## src/rtl/wrq_pkg.sv

```systemverilog
// Package: shared defaults and a width helper for the warp request counters.
// Assumes: nothing beyond standard elaboration-time arithmetic.
package wrq_pkg;
    localparam int LANES_DEF  = 4;
    localparam int ADDR_W_DEF = 32;
    localparam int CNT_W_DEF  = 64;

    // Width needed to hold a count from 0 up to n inclusive.
    function automatic int count_width(input int n);
        return (n < 2) ? 1 : $clog2(n + 1);
    endfunction
endpackage

```

## src/rtl/wrq_popcount.sv

```systemverilog
// Module: wrq_popcount
// Counts the set bits of a lane mask, purely combinational.
// Assumes: OUT_W is wide enough to hold WIDTH.
module wrq_popcount #(
    parameter int WIDTH = 4,
    parameter int OUT_W = 3
) (
    input  logic [WIDTH-1:0] bits_in,
    output logic [OUT_W-1:0] count_out
);
    // Sum the mask bits one at a time.
    always_comb begin
        count_out = '0;
        for (int i = 0; i < WIDTH; i++) begin
            count_out = count_out + OUT_W'(bits_in[i]);
        end
    end
endmodule

```

## src/rtl/wrq_dup_detect.sv

```systemverilog
// Module: wrq_dup_detect
// Flags a request whose active lanes all carry lane 0's address.
// Assumes: lane i address occupies bits i*ADDR_W upward; an empty mask is never uniform.
module wrq_dup_detect #(
    parameter int LANES  = 4,
    parameter int ADDR_W = 32
) (
    input  logic [LANES-1:0]        mask_in,
    input  logic [LANES*ADDR_W-1:0] addr_in,
    output logic                    uniform_out
);
    logic [ADDR_W-1:0] ref_addr;
    logic [LANES-1:0]  lane_ok;

    assign ref_addr = addr_in[ADDR_W-1:0];

    // One comparator per lane; an inactive lane always agrees.
    for (genvar g = 0; g < LANES; g++) begin : g_lane
        assign lane_ok[g] = !mask_in[g] || (addr_in[g*ADDR_W +: ADDR_W] == ref_addr);
    end

    // Uniform only if some lane is active and none disagrees.
    always_comb begin
        uniform_out = (|mask_in) && (&lane_ok);
    end
endmodule

```

## src/rtl/wrq_sat_counter.sv

```systemverilog
// Module: wrq_sat_counter
// Accumulates an increment when enabled, clamping at the all-ones value.
// Assumes: INC_W <= CNT_W; synchronous active-low reset clears to zero.
module wrq_sat_counter #(
    parameter int CNT_W = 64,
    parameter int INC_W = 3
) (
    input  logic             clk,
    input  logic             rst_n,
    input  logic             en,
    input  logic [INC_W-1:0] inc,
    output logic [CNT_W-1:0] cnt
);
    localparam logic [CNT_W:0] MAX_EXT = {1'b0, {CNT_W{1'b1}}};

    logic [CNT_W:0] sum_ext;

    // Widened sum so an overshoot is visible before clamping.
    always_comb begin
        sum_ext = {1'b0, cnt} + (CNT_W + 1)'(inc);
    end

    // Register the clamped total.
    always_ff @(posedge clk) begin
        if (!rst_n) begin
            cnt <= '0;
        end else if (en) begin
            cnt <= (sum_ext > MAX_EXT) ? MAX_EXT[CNT_W-1:0] : sum_ext[CNT_W-1:0];
        end
    end

    AST_NO_WRAP: assert property (@(posedge clk) disable iff (!rst_n)
        en |=> (cnt >= $past(cnt)));
    AST_SAT_HOLD: assert property (@(posedge clk) disable iff (!rst_n)
        (cnt == MAX_EXT[CNT_W-1:0]) |=> (cnt == MAX_EXT[CNT_W-1:0]));
    AST_IDLE_HOLD: assert property (@(posedge clk) disable iff (!rst_n)
        !en |=> $stable(cnt));
endmodule

```

## src/rtl/wrq_activity_counters.sv

```systemverilog
// Module: wrq_activity_counters (top)
// Observes warp memory requests and keeps a saturating active-lane total
// and a saturating count of requests whose active lanes share lane 0's address.
// Assumes: one request per cycle at most, qualified by req_valid.
module wrq_activity_counters #(
    parameter int LANES  = wrq_pkg::LANES_DEF,
    parameter int ADDR_W = wrq_pkg::ADDR_W_DEF,
    parameter int CNT_W  = wrq_pkg::CNT_W_DEF
) (
    input  logic                    clk,
    input  logic                    rst_n,
    input  logic                    req_valid,
    input  logic [LANES-1:0]        lane_mask,
    input  logic [LANES*ADDR_W-1:0] lane_addr,
    output logic                    dup_flag,
    output logic [CNT_W-1:0]        active_total,
    output logic [CNT_W-1:0]        dup_total
);
    localparam int POP_W = wrq_pkg::count_width(LANES);

    logic [POP_W-1:0] lane_pop;
    logic             dup_hit;

    wrq_popcount #(.WIDTH(LANES), .OUT_W(POP_W)) u_pop (
        .bits_in   (lane_mask),
        .count_out (lane_pop)
    );

    wrq_dup_detect #(.LANES(LANES), .ADDR_W(ADDR_W)) u_dup (
        .mask_in     (lane_mask),
        .addr_in     (lane_addr),
        .uniform_out (dup_flag)
    );

    // A uniform request counts only when it is actually issued.
    always_comb begin
        dup_hit = req_valid && dup_flag;
    end

    wrq_sat_counter #(.CNT_W(CNT_W), .INC_W(POP_W)) u_act_cnt (
        .clk   (clk),
        .rst_n (rst_n),
        .en    (req_valid),
        .inc   (lane_pop),
        .cnt   (active_total)
    );

    wrq_sat_counter #(.CNT_W(CNT_W), .INC_W(1)) u_dup_cnt (
        .clk   (clk),
        .rst_n (rst_n),
        .en    (dup_hit),
        .inc   (1'b1),
        .cnt   (dup_total)
    );

    AST_EMPTY_NO_DUP: assert property (@(posedge clk) disable iff (!rst_n)
        (lane_mask == '0) |-> !dup_flag);
    AST_SOLO_DUP: assert property (@(posedge clk) disable iff (!rst_n)
        (lane_mask == LANES'(1)) |-> dup_flag);
    AST_DUP_NOT_COUNTED: assert property (@(posedge clk) disable iff (!rst_n)
        (req_valid && !dup_flag) |=> $stable(dup_total));
    AST_EMPTY_NO_ACTIVE: assert property (@(posedge clk) disable iff (!rst_n)
        (req_valid && lane_mask == '0) |=> $stable(active_total));
endmodule

```

## config.mk

```make
export PLATFORM = sky130hd
export DESIGN_NAME = wrq_activity_counters
export DESIGN_NICKNAME = d
export VERILOG_FILES = /design/src/rtl/wrq_pkg.sv /design/src/rtl/wrq_popcount.sv /design/src/rtl/wrq_dup_detect.sv /design/src/rtl/wrq_sat_counter.sv /design/src/rtl/wrq_activity_counters.sv
export SDC_FILE = /design/constraint.sdc
export NUM_CORES = 1
export LEC_CHECK = 0
export ABC_AREA = 1
export CELL_PAD_IN_SITES_DETAIL_PLACEMENT = 1
export CELL_PAD_IN_SITES_GLOBAL_PLACEMENT = 2
export CORE_MARGIN = 1.5
export CORE_UTILIZATION = 28
export CTS_BUF_LIST = sky130_fd_sc_hd__clkbuf_8
export DETAILED_ROUTE_END_ITERATION = 8
export GPL_ROUTABILITY_DRIVEN = 0
export HOLD_SLACK_MARGIN = 0.1
export PLACE_DENSITY = 0.88
export SLEW_MARGIN = 25
export SYNTH_ARGS = -nofsm -noshare
export SYNTH_HDL_FRONTEND = slang
export SYNTH_SLANG_ARGS = --single-unit
```

## constraint.sdc

```tcl
create_clock -name clk -period 6.2 [get_ports clk]
set_clock_uncertainty 0.1 [all_clocks]
set_input_delay 0.93 -clock clk [delete_from_list [all_inputs] [get_ports clk]]
set_output_delay 0.93 -clock clk [all_outputs]
set_load 0.02 [all_outputs]
```

**After elaboration in Yosys (flattened, before gate mapping)**

Index checks and enable logic that the tools add are counted.

- Equality and inequality tests: 3
- Reduce and logical (&&, ||, !) cells: 10
- Muxes and demuxes: 2
- $add $sub $neg: 5
- Order comparisons: 2

Operator list:

| operator | number |
|---|---|
| 65-bit by 64-bit greater-than comparator with 1-bit output (second input constant) | 2 |
| 64-bit two-way mux | 2 |
| 32-bit == test | 3 |
| 64-bit by 1-bit adder with 65-bit output (second input constant) | 1 |
| 64-bit by 3-bit adder with 65-bit output | 1 |
| 3-bit by 1-bit adder with 3-bit output | 2 |
| 4-bit OR reduction | 1 |
| 1-bit zero test | 3 |
| 1-bit logical OR | 3 |
| 3-bit AND reduction | 1 |
| 1-bit by 1-bit adder with 2-bit output | 1 |
| 1-bit logical AND | 2 |

- Output and inout port bits: 129
- Input port bits: 135
- Register bits: 128
- Word-level logic and storage cells: 24

**Logic depth before layout (Yosys ltp)**

Gate-level depths: netlist of run 1.

- Depth in word-level cells: 6
- Gate-level depth with buffers: 20
- Gate-level depth less buffers: 19

**Cells and area by module**

Synthesis of run 1 repeated with hierarchy kept, for this count alone.

- Cells, all modules: 1,846
- Area, all modules: 10,709.0 um2

By module, submodules not included:

| module | area each (um2) | instances | cells each | sequential area each (um2) |
|---|---|---|---|---|
| wrq_sat_counter (u_act_cnt) | 4,834.6 | 1 | 847 | 1,281.2 |
| wrq_sat_counter (u_dup_cnt) | 4,445.5 | 1 | 735 | 1,281.2 |
| wrq_dup_detect | 1,353.8 | 1 | 253 | 0.0 |
| wrq_popcount | 63.8 | 1 | 8 | 0.0 |
| wrq_activity_counters | 11.3 | 1 | 3 | 0.0 |

**Least setup slack after synthesis of run 1**

OpenSTA, ideal clock, no wires.

- Path type: input-to-reg
- Start: input port lane_mask[0]
- End: register u_act_cnt.cnt[37]
- Data required time: 6,042 ps
- Cell stages on the path: 18
- Arrival: 3,801 ps
- Slack: 2,241 ps
- Buffers on the path: 1
- Library setup time: 58 ps
- Cell sequence: inv_1 > ha_1 > inv_1 > fa_1 > inv_1 > ha_1 > fa_1 > nand2_1 > a21oi_1 > nand3_1 > nor2_1 > inv_1 > nor3_1 > nand2_1 > clkbuf_1 > nand3_1 > o211ai_1 > inv_1

- Longest elaborated chain between the ends: 6

Ends and longest elaborated chain:

| element | RTL line | text |
|---|---|---|
| from (decl) | wrq_activity_counters.sv:13 | `input logic [LANES-1:0] lane_mask,` |
| 1-bit by 1-bit adder with 2-bit output * | wrq_popcount.sv:15 | `count_out = count_out + OUT_W'(bits_in[i]);` |
| 3-bit by 1-bit adder with 3-bit output * (2 in a row) | wrq_popcount.sv:15 |  |
| 64-bit by 3-bit adder with 65-bit output * | wrq_sat_counter.sv:20 | `sum_ext = {1'b0, cnt} + (CNT_W + 1)'(inc);` |
| 65-bit by 64-bit greater-than comparator with 1-bit output | wrq_sat_counter.sv:28 | `cnt <= (sum_ext > MAX_EXT) ? MAX_EXT[CNT_W-1:0] : sum_ext[CNT_W-1:0];` |
| 64-bit two-way mux * | wrq_sat_counter.sv:28 |  |
| to (signal assigned) | wrq_sat_counter.sv:28 |  |
| to (decl) | wrq_sat_counter.sv:12 | `output logic [CNT_W-1:0] cnt` |

Mark *: on every way between the ends. The rest lies on a longest branch, timed or not.
A chain may end at the register's enable or synchronous reset.

**Worst setup path in the final report of run 1**

- Start: input port lane_mask[0]
- End: register u_act_cnt.cnt[63]

Same word-level chain as after synthesis.

==> results of run 1 <==
power groups by stage:
stage / Sequential, uW / Clock [uW] / Combinational (uW)
after global placement: 962 / 0 / 483
after global routing: 953 / 835 / 548
after detailed placement: 962 / 0 / 495
after floorplan: 981 / 0 / 209
final: 946 / 778 / 498
after CTS: 944 / 799 / 498
critical path, cell delays in order:
cell and delay [ps]:
clkdlybuf4s50_1 490, inv_1 50, ha_1 290, inv_1 70, fa_1 410, inv_1 70, ha_1 190, fa_1 220
nand2_1 60, a21oi_1 370, nand3_1 260, nor2_1 240, inv_1 90, nor3_1 460, nand2_2 370, buf_4 410
nand3_1 160, o211ai_1 90, inv_1 90
Yosys cell counts (10+ instances only):
cell / count / area [um2]
nand2_1: 530 / 1989
nor2_1: 299 / 1122
inv_1: 290 / 1089
nand3_1: 212 / 1061
dfxtp_1: 128 / 2562
xor2_1: 77 / 674.4
a21oi_1: 69 / 345.3
nand4_1: 54 / 337.8
o21ai_0: 54 / 270.3
clkbuf_1: 50 / 187.7
xnor2_1: 49 / 429.2
nor3_1: 43 / 215.2
o211ai_1: 32 / 240.2
a31oi_1: 27 / 168.9
or2_2: 16 / 100.1
nor2_2: 10 / 62.56
cell families after synthesis:
| group | count (synthesis) | synth area share, % |
|---|---|---|
| flops | 128 | 22.43 |
| buf+inv | 353 | 11.96 |
| xor+xnor | 126 | 9.660 |
| fa+ha+maj | 10 | 1.227 |
| compound gates | 197 | 9.945 |
| simple gates | 1190 | 44.78 |
through the flow:
step | worst slack [ps] | std cells | total power (uW) | hold WS [ps] | utilization (%)
global placement | 919.6 | 2740 | 1445 | 454.2 | 36.27
finish | 1143 | 2774 | 2222 | 480.3 | 37.36
detailed placement | 602.7 | 2741 | 1458 | 446.2 | 36.31
floorplan | 2241 | 2004 | 1190 | 509.4 | -
global route | 849.1 | 2774 | 2336 | 524.6 | 37.36
CTS | 1089 | 2773 | 2242 | 476.7 | 37.29
path summary, 6_finish.rpt:
check                                  from                              to  slack (ps)  depth (start not counted)
max                            lane_mask[0]  u_act_cnt.cnt[63]$_SDFFE_PN0P_        1140                         19
min          u_act_cnt.cnt[59]$_SDFFE_PN0P_  u_act_cnt.cnt[59]$_SDFFE_PN0P_         480                          2
min reg2reg  u_act_cnt.cnt[59]$_SDFFE_PN0P_  u_act_cnt.cnt[59]$_SDFFE_PN0P_         480                          2
max reg2reg   u_dup_cnt.cnt[0]$_SDFFE_PN0P_  u_dup_cnt.cnt[59]$_SDFFE_PN0P_        1930                         17
state kept, by name (all words and copies together), names as in the netlist:
register and flops:
u_dup_cnt.cnt 64, u_act_cnt.cnt 64
layout make-up:
type                            instances  area (um2)
Tap cell                              525       656.9
Fill cell                            5345       25060
Clock inverter                         15       158.9
Timing Repair Buffer                  272        2733
Multi-Input combinational cell       1523        7497
Sequential cell                       128        2562
Clock buffer                           17       234.0
Inverter                              294        1104
routing by layer:
layer  routed length, um  vias up  part of all wire [%]
li1                    -     6869                     -
met1               23330     6767                    47
met2               23850      280                    48
met3                1750       50                   3.5
met4                 973        0                   1.9
met5                   0        -                     0
==> metrics.csv, run 1 <==
metric,value,unit
p_seq_share,42.6,%
netlist_area,0.01142,mm2
hold_path_class,flop to flop,
clkTransAtPathRegs,90,ps
numCtsBuffers,17,
worst_setup_path_start_kind,input pin,
root_buffer,clkbuf_8,
place_area,0.01453,mm2
setup_viol,0,
p_leak,0.006175,uW
fp.dieArea,0.04202,mm2
synth-edff-count,0,
wl_per_cell,17.99,um
chipHeight,205.0,um
syn_to_final_growth,30.83,%
n_antenna_cell,0,
cts_tree,built,
yosysWarnings,0,
viasPerCell,5.035,
syn-instance-count,2004,
insertion_delay,480,ps
rsz0062_at_grt,no,
drc,0,
p_comb_share,22.4,%
clock_path_buffers,2,
grt_pass1_vias,14380,
htree_levels,4,
grt_pass1_wl,79420,um
gr-total-overflow,0,
power.internal,1470,uW
drive_gt1_share,3.824,%
drt-pass1-iter-count,5,
cts_hold_buf,0,
clock_sinks,128,
fin_area,0.01495,mm2
met1_usage,31.69,%
wl,49900,um
required,6520,ps
cts.repair.resized,0,
critPathMaxFanout,47,
synth_cell_types,39,
vias,13970,
path_class,input pin to flop,
ant_nets,0,
ys_seq_area_share,22.43,%
async_flop_share,0,%
finalSetupTns,0,ps
use_met2,41.65,%
finalCriticalPeriod,5057,ps
postSynthAreaPerCell,5.700,um2
clockPowerShare,35.0,%
grtUsageMet3,2.466,%
ys_seq_elements,128,
arrival,5380,ps
peakVddDrop,0.1251,mV
row_count,73,
p_switching,751.5,uW
p_per_area,148.6,mW/mm2
tightestPinTransition,894.5,ps
grt_antenna_before_repair,0,
switching_share,33.83,%
max-slew-margin-rel,40.37,%
initial_core_util,28.55,%
grt.busiest_layer,met2,
die_x,205.0,um
fmax,197.7,MHz
layout_commonest_cell,nand2_1,
drv_cap,0,
hold_violations,0,
gr-usage-all-layers,24.07,%
crit_path_end_kind,flop,
nNetsFinal,2381,
cts_setup_buffers,0,
fp.coreArea,0.04001,mm2
io_buffer_count,263,
status,completed,
dp_hpwl,39290,um
finalMaxSlewViolations,0,
final_cell_mix,"nand2_1 (529), nor2_1 (299), inv_1 (290)",
fin_crit_sh,81.57,%
num_io_pins,264,
ys.flop_type,dfxtp_1,
grt_max_degree,129,
drtIter0Drc,682,
synth_nets,2149,
(Power assumes the default switching activity.)
==> run 2, diff against run 1 <==
CORE_UTILIZATION = 24   (was 28)
PLACE_DENSITY = 0.8   (was 0.88)
clock period = 4.1 ns   (was 6.2 ns; I/O delays follow)
==> metrics.csv, run 2 (synthesis gave the netlist of run 1 again) <==
metric,value,unit
num_io_pins,264,
r2r_cells,19,
grtUsageMet3,3.452,%
reg.largest.list,"u_act_cnt.cnt (64), u_dup_cnt.cnt (64)",
final_util,33.18,%
grt_max_degree,128,
dp_cells,2876,
finalPower,3426,uW
finalSetupTns,0,ps
clock_sinks,128,
setup_viol,0,
timing.rr.end,u_dup_cnt.cnt[17]$_SDFFE_PN0P_,
p_leak,0.006458,uW
vias,14020,
endpoint,u_act_cnt.cnt[58]$_SDFFE_PN0P_,
grt_pass1_vias,14530,
htree_levels,4,
root_buffer,clkbuf_8,
peakVddDrop,0.1551,mV
required,4400,ps
path_class,input pin to flop,
p_per_area,220.9,mW/mm2
cts_tree,built,
worstSetupStartpoint,lane_mask[0],
reg2reg_slack,390,ps
drtIter0Drc,798,
gr-usage-all-layers,21.53,%
drt-pass1-iter-count,5,
cts_hold_buf,0,
grt.busiest_layer,met2,
nNetsFinal,2433,
holdWs,479.6,ps
n_antenna_cell,0,
clock_path_buffers,2,
ant_nets,0,
hold_path_class,flop to flop,
use_met2,36.94,%
initial_core_util,24.43,%
insertion_delay,500,ps
syn_to_final_growth,35.78,%
die_x,221.2,um
final_cell_mix,"nand2_1 (529), nor2_1 (297), inv_1 (291)",
finalCriticalPeriod,3794,ps
numCtsBuffers,17,
drc,0,
chipHeight,221.2,um
fin_crit_sh,92.53,%
clkTransAtPathRegs,90,ps
row_count,79,
wl,52840,um
gr-total-overflow,0,
fill_cells,6128,
drv_cap,0,
final_cell_count_no_fill,2907,
grt_antenna_before_repair,0,
fp.coreArea,0.04675,mm2
rsz0062_at_grt,no,
r2r-start,u_dup_cnt.cnt[0]$_SDFFE_PN0P_,
layout_commonest_cell,nand2_1,
worst_setup_path_start_kind,input pin,
dp_hpwl,42840,um
grt_pass1_wl,82480,um
crit_path_end_kind,flop,
fmax,263.6,MHz
hold_violations,0,
tightestPinTransition,921.9,ps
multi_input_area,0.007511,mm2
max-slew-margin-rel,38.54,%
fp.dieArea,0.04892,mm2
io_buffer_count,263,
met1_usage,27.14,%
critPathMaxFanout,4,
arrival,4090,ps
wl_per_cell,18.18,um
drive_gt1_share,6.087,%
seq_area,0.002562,mm2
status,completed,
finalMaxSlewViolations,0,
viasPerCell,4.823,
-- run 2: cell types whose count changed in the layout (fill, tap and decap cells not counted), sizes merged --
cell	before	now
clkbuf	17	18
inv	298	296
bufinv	2	3
clkinv	6	5
buf	11	63
-- run 2: where the power goes --
part	internal [uW]	switching, uW	leakage, uW
logic	377	388	0.00521
registers	1310	125	0.00105
clock network	615	615	0.000203
-- run 2: through the flow --
stage | cell area (um2) | worst slack (ps)
after floorplan | 11420 | 455.8
after global placement | 15080 | -123.5
after detailed placement | 15080 | -334.9
after CTS | 15500 | 210.5
after global routing | 15510 | 33.22
final | 15510 | 306.3
-- run 2: per-layer routing --
layer | wire length [um] | up-vias | share of wire [%]
met5 | 0 | - | 0
met4 | 1601 | 0 | 3.0
met3 | 2073 | 76 | 3.9
met2 | 25290 | 289 | 48
met1 | 23870 | 6701 | 45
li1 | - | 6955 | -
-- run 2: critical path: stages --
cell             delay, ps
clkdlybuf4s50_1        490
inv_1                   50
ha_1                   300
inv_1                   80
fa_1                   430
inv_1                   90
ha_1                   180
fa_1                   210
nand2_1                 70
a21oi_2                180
buf_4                  160
nand2_1                 80
nor2_2                 180
inv_1                   80
nor3_1                 230
buf_4                  180
nand2_1                 50
xor2_1                 160
nand3_1                 90
o211ai_1               120
inv_1                   50
-- run 2: worst min-delay path by stage --
stage | start | endpoint | cells after the start
final | u_act_cnt.cnt[2]$_SDFFE_PN0P_ | u_act_cnt.cnt[2]$_SDFFE_PN0P_ | 2
after global routing | u_act_cnt.cnt[0]$_SDFFE_PN0P_ | u_act_cnt.cnt[0]$_SDFFE_PN0P_ | 2
after CTS | u_act_cnt.cnt[2]$_SDFFE_PN0P_ | u_act_cnt.cnt[2]$_SDFFE_PN0P_ | 2
after detailed placement | u_act_cnt.cnt[2]$_SDFFE_PN0P_ | u_act_cnt.cnt[2]$_SDFFE_PN0P_ | 2
after global placement | u_act_cnt.cnt[2]$_SDFFE_PN0P_ | u_act_cnt.cnt[2]$_SDFFE_PN0P_ | 2
after floorplan | u_act_cnt.cnt[2]$_SDFFE_PN0P_ | u_act_cnt.cnt[2]$_SDFFE_PN0P_ | 2
-- run 2: repair_timing --
action / in CTS / in global routing
gates resized for setup: 0 / 4
endpoints found under the setup margin: 0 / 51
setup buffers: 0 / 0
-- run 2: final cells by class --
class                      count  area share, %
sequential                   128          16.52
clock buffer                  18          1.597
multi-input combinational   1523          48.42
tap                          607          4.896
timing repair buffer         324          20.38
clock inverter                13          1.065
inverter                     294          7.115
==> run 3, diff against run 2 <==
--- a/config.mk
+++ b/config.mk
@@ -9,11 +9,11 @@
 export CELL_PAD_IN_SITES_DETAIL_PLACEMENT = 1
 export CELL_PAD_IN_SITES_GLOBAL_PLACEMENT = 2
+export CORE_ASPECT_RATIO = 0.8
 export CORE_MARGIN = 1.5
-export CORE_UTILIZATION = 24
-export CTS_BUF_LIST = sky130_fd_sc_hd__clkbuf_8
+export CORE_UTILIZATION = 23
 export DETAILED_ROUTE_END_ITERATION = 8
 export GPL_ROUTABILITY_DRIVEN = 0
 export HOLD_SLACK_MARGIN = 0.1
-export PLACE_DENSITY = 0.8
+export PLACE_DENSITY = 0.77
 export SLEW_MARGIN = 25
 export SYNTH_ARGS = -nofsm -noshare
==> constraint.sdc (replaced) <==
create_clock -name clk -period 4.1 [get_ports clk]
set_clock_uncertainty 0.1 [all_clocks]
set_input_delay 0.615 -clock clk [delete_from_list [all_inputs] [get_ports clk]]
set_output_delay 0.615 -clock clk [all_outputs]
set_load 0.005 [all_outputs]
==> metrics.csv, run 3 (synthesis gave the netlist of run 1 again) <==
metric,value,unit
hold_path_class,input pin to flop,
fin_crit_sh,93.06,%
rsz0062_at_grt,no,
drtIter0Drc,965,
final_cell_count_no_fill,2927,
wl_per_cell,18.71,um
p_leak,0.006523,uW
num_io_pins,264,
grt_antenna_before_repair,0,
setup_viol,0,
dp_hpwl,43930,um
critPathMaxFanout,3,
tightestPinTransition,971.2,ps
min_to,u_act_cnt.cnt[6]$_SDFFE_PN0P_,
io_buffer_count,263,
cts_setup_buffers,0,
drc,0,
gr-total-overflow,0,
drv_cap,0,
ant_nets,0,
cts_tree,built,
hold_violations,0,
slowest_delay,540,ps
drive_gt1_share,5.962,%
final_cell_mix,"nand2_1 (529), nor2_1 (298), inv_1 (290)",
nNetsFinal,2430,
clock_sinks,128,
reg.largest.list,"u_act_cnt.cnt (64), u_dup_cnt.cnt (64)",
fp.dieArea,0.05102,mm2
wl,54760,um
clock_path_buffers,2,
numCtsBuffers,17,
finalWorstSetupSlack,284.5,ps
whs_path_depth,2,
die_x,252.2,um
grt_pass1_vias,14390,
drt-pass1-iter-count,5,
p_per_area,240.3,mW/mm2
required,3380,ps
cts_hold_buf,0,
crit_path_end_kind,output pin,
timing.rr.end,u_dup_cnt.cnt[6]$_SDFFE_PN0P_,
cpMaxStageDelayCell,clkdlybuf4s50_1,
status,completed,
dp_cells,2895,
viasPerCell,4.859,
syn_to_final_growth,37.23,%
vias,14220,
max-slew-margin-rel,35.26,%
initial_core_util,23.48,%
finalPower,3767,uW
fmax,262.1,MHz
peakVddDrop,0.3086,mV
pre_cts_slack,-192.1,ps
critPathTopFamily,buffers and inverters,
grt_pass1_wl,84970,um
hp-start,req_valid,
crit_buf_inv,4,
clkTransAtPathRegs,70,ps
layout_commonest_cell,nand2_1,
fp.coreArea,0.04865,mm2
arrival,3100,ps
insertion_delay,460,ps
chipHeight,202.3,um
reg2reg_slack,440,ps
worst_setup_path_start_kind,input pin,
path_cells,clkdlybuf4s50_1 -> inv_1 -> nand2_1 -> o21ai_0 -> or2_2 -> nor4_1 -> nand3_1 -> o21bai_1 -> inv_1 -> nor2_1 -> clkdlybuf4s50_1,
htree_levels,4,
path_class,input pin to output pin,
n_antenna_cell,0,
finalCriticalPeriod,3816,ps
grt_max_degree,129,
gr-usage-all-layers,21.71,%
r2r_cells,18,
row_count,72,
finalMaxSlewViolations,0,
root_buffer,clkbuf_16,
r2r-start,u_dup_cnt.cnt[1]$_SDFFE_PN0P_,
## run 3: final cells by class
cell class	count	area (um2)
repair buffers	321	3123
clock inverters	15	170.2
multi-input cells	1523	7505
clock buffers	17	425.4
well taps	629	787.0
fillers	6356	32970
flip-flops and latches	128	2562
inverters	294	1104
## run 3: what timing repair did
action | CTS | global route
gates resized for setup | 0 | 2
endpoints found under the setup margin | 0 | 2
endpoints found under the hold margin | 0 | 0
## run 3: through the flow
stage | setup TNS [ps] | hold slack [ps] | util [%] | area, um2
6_report | 0 | 466.2 | 32.22 | 15680
5_1_grt | 0 | 469.6 | 32.22 | 15680
4_1_cts | 0 | 441.4 | 32.21 | 15670
3_5_place_dp | -8633 | 475.0 | 30.99 | 15070
3_3_place_gp | -2696 | 458.9 | 30.99 | 15070
2_1_floorplan | 0 | 414.1 | - | 11420
## run 3: worst max-delay path by stage
| stage | slack (ps) | to | start | depth (start not counted) |
|---|---|---|---|---|
| floorplan | 460 | u_act_cnt.cnt[37]$_SDFFE_PN0P_ | lane_mask[0] | 18 |
| global route | 2 | u_act_cnt.cnt[30]$_SDFFE_PN0P_ | lane_mask[0] | 19 |
| detailed placement | -190 | u_act_cnt.cnt[11]$_SDFFE_PN0P_ | lane_mask[0] | 18 |
| finish | 280 | dup_flag | lane_addr[6] | 11 |
| global placement | -90 | u_act_cnt.cnt[58]$_SDFFE_PN0P_ | lane_mask[0] | 20 |
| CTS | 270 | u_act_cnt.cnt[58]$_SDFFE_PN0P_ | lane_mask[0] | 20 |
## run 3: where the power goes
part	switching (uW)	internal [uW]	leakage [uW]
logic	325	373	0.00519
clock network	719	913	0.000288
registers	131	1310	0.00105
## run 3: per-layer routing
layer / GRT usage, % / vias to the layer above / part of all wire [%]
met5: 0 / - / 0
met4: 5.389 / 0 / 1.8
met3: 3.232 / 62 / 5.2
met2: 33.77 / 350 / 43
met1: 31.14 / 6841 / 50
li1: - / 6969 / -
